===== src/rtl/fan_tach_pkg.sv =====
package fan_tach_pkg;
  // register addresses
  localparam logic [2:0] A_CTRL  = 3'd0;
  localparam logic [2:0] A_TYPE  = 3'd1;
  localparam logic [2:0] A_SRCLO = 3'd2;
  localparam logic [2:0] A_SRCHI = 3'd3;
  localparam logic [2:0] A_TRIG  = 3'd4;
  localparam logic [2:0] A_RES   = 3'd5;

  // field layout of the control and type words
  localparam int EN_LSB   = 16;
  localparam int DIV_LSB  = 1;
  localparam int DIV_W    = 3;
  localparam int MODE_LSB = 4;
  localparam int MODE_W   = 2;
  localparam int UNIT_LSB = 16;
  localparam int UNIT_W   = 16;
  localparam int SRC_W    = 3;

  typedef enum logic [1:0] {ST_IDLE, ST_ARM, ST_CNT} meas_state_e;

  // clocks per tick for a divider code
  function automatic int unsigned tick_period(input int unsigned div);
    return 32'd4 << (2 * div);
  endfunction

  // prescaler width able to hold the largest period minus one
  function automatic int pre_width(input int div_w);
    return 2 + 2 * ((1 << div_w) - 1);
  endfunction
endpackage


===== src/rtl/tach_sync_edge.sv =====
module tach_sync_edge #(
  parameter int NCH = 16
) (
  input  logic           clk,
  input  logic           rst_n,
  input  logic [NCH-1:0] tach_in,
  output logic [NCH-1:0] tach_rise
);
  logic [NCH-1:0] s1_q, s2_q, s3_q;

  always_ff @(posedge clk or negedge rst_n) begin
    if (!rst_n) begin
      s1_q <= '0;
      s2_q <= '0;
      s3_q <= '0;
    end else begin
      s1_q <= tach_in;
      s2_q <= s1_q;
      s3_q <= s2_q;
    end
  end

  assign tach_rise = s2_q & ~s3_q;
endmodule


===== src/rtl/tach_tick_gen.sv =====
module tach_tick_gen
  import fan_tach_pkg::*;
#(
  parameter int DW = DIV_W
) (
  input  logic          clk,
  input  logic          rst_n,
  input  logic          run,
  input  logic          clr,
  input  logic [DW-1:0] div,
  output logic          tick
);
  localparam int PRE_W = pre_width(DW);

  logic [PRE_W-1:0] pre_q;
  logic [PRE_W-1:0] lim;

  assign lim  = PRE_W'(tick_period(32'(div)) - 32'd1);
  assign tick = run & ~clr & (pre_q == lim);

  always_ff @(posedge clk or negedge rst_n) begin
    if (!rst_n)   pre_q <= '0;
    else if (clr) pre_q <= '0;
    else if (run) pre_q <= tick ? '0 : pre_q + 1'b1;
  end
endmodule


===== src/rtl/tach_meas_fsm.sv =====
module tach_meas_fsm
  import fan_tach_pkg::*;
#(
  parameter int NCH   = 16,
  parameter int CNT_W = 20,
  localparam int CH_W = (NCH > 1) ? $clog2(NCH) : 1
) (
  input  logic             clk,
  input  logic             rst_n,
  input  logic             start,
  input  logic [CH_W-1:0]  start_ch,
  input  logic [NCH-1:0]   tach_rise,
  input  logic             tick,
  output logic             clr_pre,
  output logic             busy,
  output logic             done,
  output logic [CNT_W-1:0] result,
  output logic             sat_evt,
  output logic             fin_evt
);
  localparam logic [CNT_W-1:0] CMAX = '1;

  meas_state_e      state_q;
  logic [CH_W-1:0]  sel_q;
  logic [CNT_W-1:0] cnt_q;
  logic             sel_rise;

  assign sel_rise = tach_rise[sel_q];
  assign busy     = (state_q != ST_IDLE);
  assign clr_pre  = start | ((state_q == ST_ARM) & sel_rise);
  assign sat_evt  = busy & ~start & ~sel_rise & tick & (cnt_q == CMAX - 1'b1);
  assign fin_evt  = (state_q == ST_CNT) & sel_rise & ~start;

  always_ff @(posedge clk or negedge rst_n) begin
    if (!rst_n) begin
      state_q <= ST_IDLE;
      sel_q   <= '0;
      cnt_q   <= '0;
      done    <= 1'b0;
      result  <= '0;
    end else if (start) begin
      state_q <= ST_ARM;
      sel_q   <= start_ch;
      cnt_q   <= '0;
      done    <= 1'b0;
      result  <= '0;
    end else if (busy) begin
      if (sel_rise) begin
        if (state_q == ST_ARM) begin
          state_q <= ST_CNT;
          cnt_q   <= '0;
        end else begin
          state_q <= ST_IDLE;
          done    <= 1'b1;
          result  <= cnt_q;
        end
      end else if (sat_evt) begin
        state_q <= ST_IDLE;
        done    <= 1'b1;
        result  <= CMAX;
      end else if (tick) begin
        cnt_q <= cnt_q + 1'b1;
      end
    end
  end
endmodule


===== src/rtl/fan_tach_meter.sv =====
module fan_tach_meter
  import fan_tach_pkg::*;
#(
  parameter int NCH   = 16,
  parameter int CNT_W = 20
) (
  input  logic           clk,
  input  logic           rst_n,
  input  logic           wr_en,
  input  logic [2:0]     wr_addr,
  input  logic [31:0]    wr_data,
  input  logic [2:0]     rd_addr,
  output logic [31:0]    rd_data,
  input  logic [NCH-1:0] tach_in
);
  localparam int CH_W = (NCH > 1) ? $clog2(NCH) : 1;

  logic [NCH-1:0]    ctrl_en_q;
  logic              type_en_q;
  logic [DIV_W-1:0]  div_q;
  logic [MODE_W-1:0] mode_q;
  logic [UNIT_W-1:0] unit_q;
  logic [NCH-1:0]    trig_q;
  logic [SRC_W-1:0]  src_q [NCH];
  logic [2*NCH-1:0]  src_lo_rd, src_hi_rd;

  logic [NCH-1:0]    cand;
  logic              start;
  logic [CH_W-1:0]   start_ch;
  logic [NCH-1:0]    tach_rise;
  logic              tick, clr_pre, busy, done, sat_evt, fin_evt;
  logic [CNT_W-1:0]  result;
  logic [31:0]       res_word;

  // control, type and trigger registers
  always_ff @(posedge clk or negedge rst_n) begin
    if (!rst_n) begin
      ctrl_en_q <= '0;
      type_en_q <= 1'b0;
      div_q     <= '0;
      mode_q    <= '0;
      unit_q    <= '0;
      trig_q    <= '0;
    end else if (wr_en) begin
      case (wr_addr)
        A_CTRL: ctrl_en_q <= wr_data[EN_LSB +: NCH];
        A_TYPE: begin
          type_en_q <= wr_data[0];
          div_q     <= wr_data[DIV_LSB +: DIV_W];
          mode_q    <= wr_data[MODE_LSB +: MODE_W];
          unit_q    <= wr_data[UNIT_LSB +: UNIT_W];
        end
        A_TRIG: trig_q <= wr_data[NCH-1:0];
        default: ;
      endcase
    end
  end

  // per-channel source tags, split over two words
  for (genvar g = 0; g < NCH; g++) begin : g_src
    always_ff @(posedge clk or negedge rst_n) begin
      if (!rst_n) src_q[g] <= '0;
      else if (wr_en && wr_addr == A_SRCLO) src_q[g][1:0] <= wr_data[2*g +: 2];
      else if (wr_en && wr_addr == A_SRCHI) src_q[g][2]   <= wr_data[2*g];
    end
    assign src_lo_rd[2*g +: 2] = src_q[g][1:0];
    assign src_hi_rd[2*g +: 2] = {1'b0, src_q[g][2]};
  end

  // start: newly raised, enabled bits; lowest channel wins
  assign cand  = (wr_en && wr_addr == A_TRIG && type_en_q) ?
                 (wr_data[NCH-1:0] & ~trig_q & ctrl_en_q) : '0;
  assign start = |cand;

  always_comb begin
    start_ch = '0;
    for (int i = NCH - 1; i >= 0; i--) begin
      if (cand[i]) start_ch = CH_W'(i);
    end
  end

  tach_sync_edge #(.NCH(NCH)) sync_i (
    .clk(clk), .rst_n(rst_n), .tach_in(tach_in), .tach_rise(tach_rise)
  );

  tach_tick_gen #(.DW(DIV_W)) tick_i (
    .clk(clk), .rst_n(rst_n), .run(busy), .clr(clr_pre), .div(div_q), .tick(tick)
  );

  tach_meas_fsm #(.NCH(NCH), .CNT_W(CNT_W)) fsm_i (
    .clk(clk), .rst_n(rst_n), .start(start), .start_ch(start_ch),
    .tach_rise(tach_rise), .tick(tick), .clr_pre(clr_pre), .busy(busy),
    .done(done), .result(result), .sat_evt(sat_evt), .fin_evt(fin_evt)
  );

  assign res_word = {done, {(31-CNT_W){1'b0}}, result};

  always_comb begin
    case (rd_addr)
      A_CTRL:  rd_data = 32'(ctrl_en_q) << EN_LSB;
      A_TYPE:  rd_data = {unit_q, 10'b0, mode_q, div_q, type_en_q};
      A_SRCLO: rd_data = 32'(src_lo_rd);
      A_SRCHI: rd_data = 32'(src_hi_rd);
      A_TRIG:  rd_data = 32'(trig_q);
      A_RES:   rd_data = res_word;
      default: rd_data = '0;
    endcase
  end
endmodule



===== config.mk =====
export PLATFORM = sky130hd
export DESIGN_NAME = fan_tach_meter
export DESIGN_NICKNAME = d
export VERILOG_FILES = /design/src/rtl/fan_tach_pkg.sv /design/src/rtl/tach_sync_edge.sv /design/src/rtl/tach_tick_gen.sv /design/src/rtl/tach_meas_fsm.sv /design/src/rtl/fan_tach_meter.sv
export SDC_FILE = /design/constraint.sdc
export NUM_CORES = 1
export LEC_CHECK = 0
export BUFFER_PORTS_ARGS = -buffer_cell sky130_fd_sc_hd__clkbuf_2
export CAP_MARGIN = 30
export CORE_MARGIN = 2
export CORE_UTILIZATION = 55
export CTS_CLUSTER_SIZE = 20
export DETAILED_ROUTE_END_ITERATION = 8
export PLACE_DENSITY_LB_ADDON = 0.3
export SLEW_MARGIN = 5
export SYNTH_ARGS = -nofsm -noshare
export SYNTH_HDL_FRONTEND = slang
export SYNTH_SLANG_ARGS = --single-unit

===== constraint.sdc =====
create_clock -name clk -period 8.4 [get_ports clk]
set_input_delay 1.68 -clock clk [delete_from_list [all_inputs] [get_ports clk]]
set_output_delay 1.68 -clock clk [all_outputs]
set_load 0.05 [all_outputs]

==> flow_summary_export.csv <==
group,metric,value,unit
outcome,status,"finished clean",
sta,skew,0.0139,ns
yosys,ys.flop_type,"dfrtp_1",
clock_tree,cts_setup_buffers,0,
critical_path,slowest_delay,0.81,ns
place,numPortBuffers,88,
layout,drive_above_1_share,28.2,%
yosys,syn_area,9810,um2
clock_tree,cts_num_sinks,213,
die,fp-row-count,48,
min_path,min_path_type,"flop to flop",
yosys,ys_top_cells_by_area,"dfrtp_1, mux2_2, mux2i_1",
place,place_hpwl,15000,um
die,core,17400,um2
yosys,yosysTopAreaCell,"dfrtp_1",
route,antenna_left,0,
place,gp_congestion,0.929,
yosys,syn_nets,910,
layout,final_area,11400,um2
clock_tree,ctsHoldBuffers,0,
critical_path,cp.arrival,4.16,ns
sta,slew_headroom,35.5,%
yosys,yosys_warnings,0,
power_and_ir_drop,ir_worst_vdd,0.000183,V
yosys,synth_edf_count,0,
critical_path,r2r-start,"fsm_i.sel_q[0]$_DFFE_PN0N_",
power_and_ir_drop,p_per_area,291,nW/um2
die,die_h,138,um
job,drv_cap,0,
critical_path,start_kind,"input pin",
critical_path,cp_cell_sequence,"clkbuf_2 -> inv_1 -> nor2_1 -> a22oi_1 -> o22ai_1 -> clkbuf_2",
layout,final_nets,990,
global_routing,grt_usage,25.1,%
layout,fin_util,65.4,%
yosys,seq_area_frac_synth,54.3,%
route,viasPerCell,6.04,
critical_path,reg2reg_to,"fsm_i.result[6]$_DFFE_PN0P_",
die,pin_count,89,
critical_path,path_class,"input pin to primary output",
global_routing,grt_pass1_vias,7059,
sta,period_needed,5.84,ns
power_and_ir_drop,comb_power_share,24.4,%
sta,setup_violations,0,
critical_path,rr_worst_depth,7,
sta,finalCritPeriodShare,69.5,%
critical_path,crit_top_cell,"clkbuf_2",
yosys,yosysUniqueCellTypes,63,
die,dieArea,18900,um2
power_and_ir_drop,power,3.31,mW
clock_tree,clockRootBuffer,"clkbuf_16",
yosys,syn_avg_cell_area,11.5,um2
yosys,ys_ff_latch,213,
critical_path,slowest_stage,"nor2_1",
critical_path,timing.critical_path.from,"rd_addr[1]",
power_and_ir_drop,p_int,2.26,mW
yosys,async_reset_ff_share,100,%
die,die_x,138,um
critical_path,endpoint_kind,"primary output",
clock_tree,cts.repair.resized,0,
route,wl,22500,um
yosys,yosysTopAreaCellShare,54.3,%
route,vias,7072,
layout,fill_cells,1306,
layout,diodes,0,
route,dr.pass1.iters,5,
power_and_ir_drop,leakagePower,5.15,nW
power_and_ir_drop,switching_share,31.7,%
power_and_ir_drop,power_frac_seq,42.2,%
critical_path,rrSetupSlack,4.74,ns
yosys,syn_inst,850,
power_and_ir_drop,power.switching,1.05,mW
clock_tree,worstSkewPairLatency,0.50,ns
route,wl_per_cell,19.3,um
route,drtIter0Drc,538,
clock_tree,cts_tree,"yes",
die,start_util,56.5,%
sta,fin_tns_setup,0,ns
global_routing,grt_overflow_total,0,
layout,area_delta_synth_final,15.7,%
sta,rsz0062_at_grt,"no",
critical_path,crit_path_end,"rd_data[3]",
critical_path,cp.required,6.72,ns
yosys,yosys.cell_count.top_type,"dfrtp_1",
clock_tree,cts.clk_slew.worst_paths,0.06,ns
sta,hold_viol_final,0,
yosys,synthTopCellsByCount,"dfrtp_1, mux2_2, nor2_1",
sta,fmax,171,MHz
power_and_ir_drop,clkPwrFrac,33.4,%
sta,worst_slew_pin_slew,0.964,ns
global_routing,grt_pass1_wl,37200,um
clock_tree,clockBufferDepth,3,
clock_tree,cts_buffers,23,
critical_path,worst-path-max-fanout,21,
place,placed_area,10500,um2
sta,slew_viol_final,0,
global_routing,antenna_found_initial,0,
global_routing,grt_max_degree,79,
route,drcViolationCount,0,
clock_tree,ctsHtreeMaxLevel,1,
layout by cell type (no fill, tap or decap), drive strengths merged, types with 8 or more instances in the layout:
cell type  synthesis  layout
a22oi              8       8
o21ai             30      30
buf               17      12
o211ai             8       8
nand2             60      60
mux2             103     103
nor3              16      16
and3              12      12
nand2b            12      12
nand4             12      12
o22ai             13      13
inv               12      12
clkbuf            28     117
o2bb2ai           20      20
nor2b             12      12
dfrtp            213     213
nand3             25      25
a21oi             27      27
or3               14      14
nor2              65      65
mux2i             37      37
nand3b            11      11
and3b              9       9
area by class of cell:
cell class / instances / area [um2] / share of cell area [%]
inverter: 12 / 45.0 / 0.397
clock buffer: 29 / 648 / 5.71
sequential: 213 / 5330 / 46.9
tap: 225 / 282 / 2.48
multi-input combinational: 580 / 4310 / 37.9
timing repair buffer: 100 / 551 / 4.85
clock inverter: 12 / 191 / 1.69
how the worst min path moves through the flow:
stage	from	endpoint	depth (start not counted)
after floorplan	sync_i.s1_q[0]$_DFF_PN0_	sync_i.s2_q[0]$_DFF_PN0_	0
after global placement	sync_i.s1_q[2]$_DFF_PN0_	sync_i.s2_q[2]$_DFF_PN0_	0
after detailed placement	sync_i.s1_q[1]$_DFF_PN0_	sync_i.s2_q[1]$_DFF_PN0_	0
after CTS	sync_i.s1_q[7]$_DFF_PN0_	sync_i.s2_q[7]$_DFF_PN0_	0
after global routing	sync_i.s1_q[7]$_DFF_PN0_	sync_i.s2_q[7]$_DFF_PN0_	0
final	sync_i.s1_q[7]$_DFF_PN0_	sync_i.s2_q[7]$_DFF_PN0_	0
logic make-up after synthesis:
logic type,share of synthesized area [%]
flops,54.3
simple gates,15.4
compound gates,10.3
buf+inv,2.32
fa+ha+maj,0.383
mux,17.2
critical path: cells and delay by family:
family | cells | cell delay, ns
AOI/OAI and AO/OA | 2 | 0.48
buffers and inverters | 3 | 1.17
and+or+nand+nor | 1 | 0.81
metrics by stage:
stage,setup WS [ns],hold slack (ns),cells
6_report,2.56,0.346,1171
5_1_grt,2.32,0.355,1171
4_1_cts,2.65,0.349,1171
3_5_place_dp,2.65,0.335,1130
3_3_place_gp,2.74,0.333,1128
2_1_floorplan,2.98,0.331,850
power groups by stage:
stage                     Sequential (mW)  Combinational [mW]  Clock [mW]
final                                1.40               0.809        1.10
after global routing                 1.42               0.904        1.16
after CTS                            1.39               0.811        1.12
after detailed placement             1.40               0.800           0
after global placement               1.40               0.781           0
after floorplan                      1.32               0.639           0
flip-flops by register name, summed over array words and instances, names as in the netlist, 16 cells and up:
register,cells
src_lo_rd,32
fsm_i.cnt_q,20
fsm_i.result,20
ctrl_en_q,16
src_hi_rd,16
sync_i.s1_q,16
sync_i.s2_q,16
sync_i.s3_q,16
tick_i.pre_q,16
trig_q,16
unit_q,16
layer usage:
metal	track usage [%]	up-vias	wire length (um)
met3	3.64	33	1220
li1	-	3272	-
met2	40.1	217	10600
met1	36.6	3550	10300
met4	5.84	0	410
met5	0	-	0
Note: power is estimated with default switching activity, not from simulation.
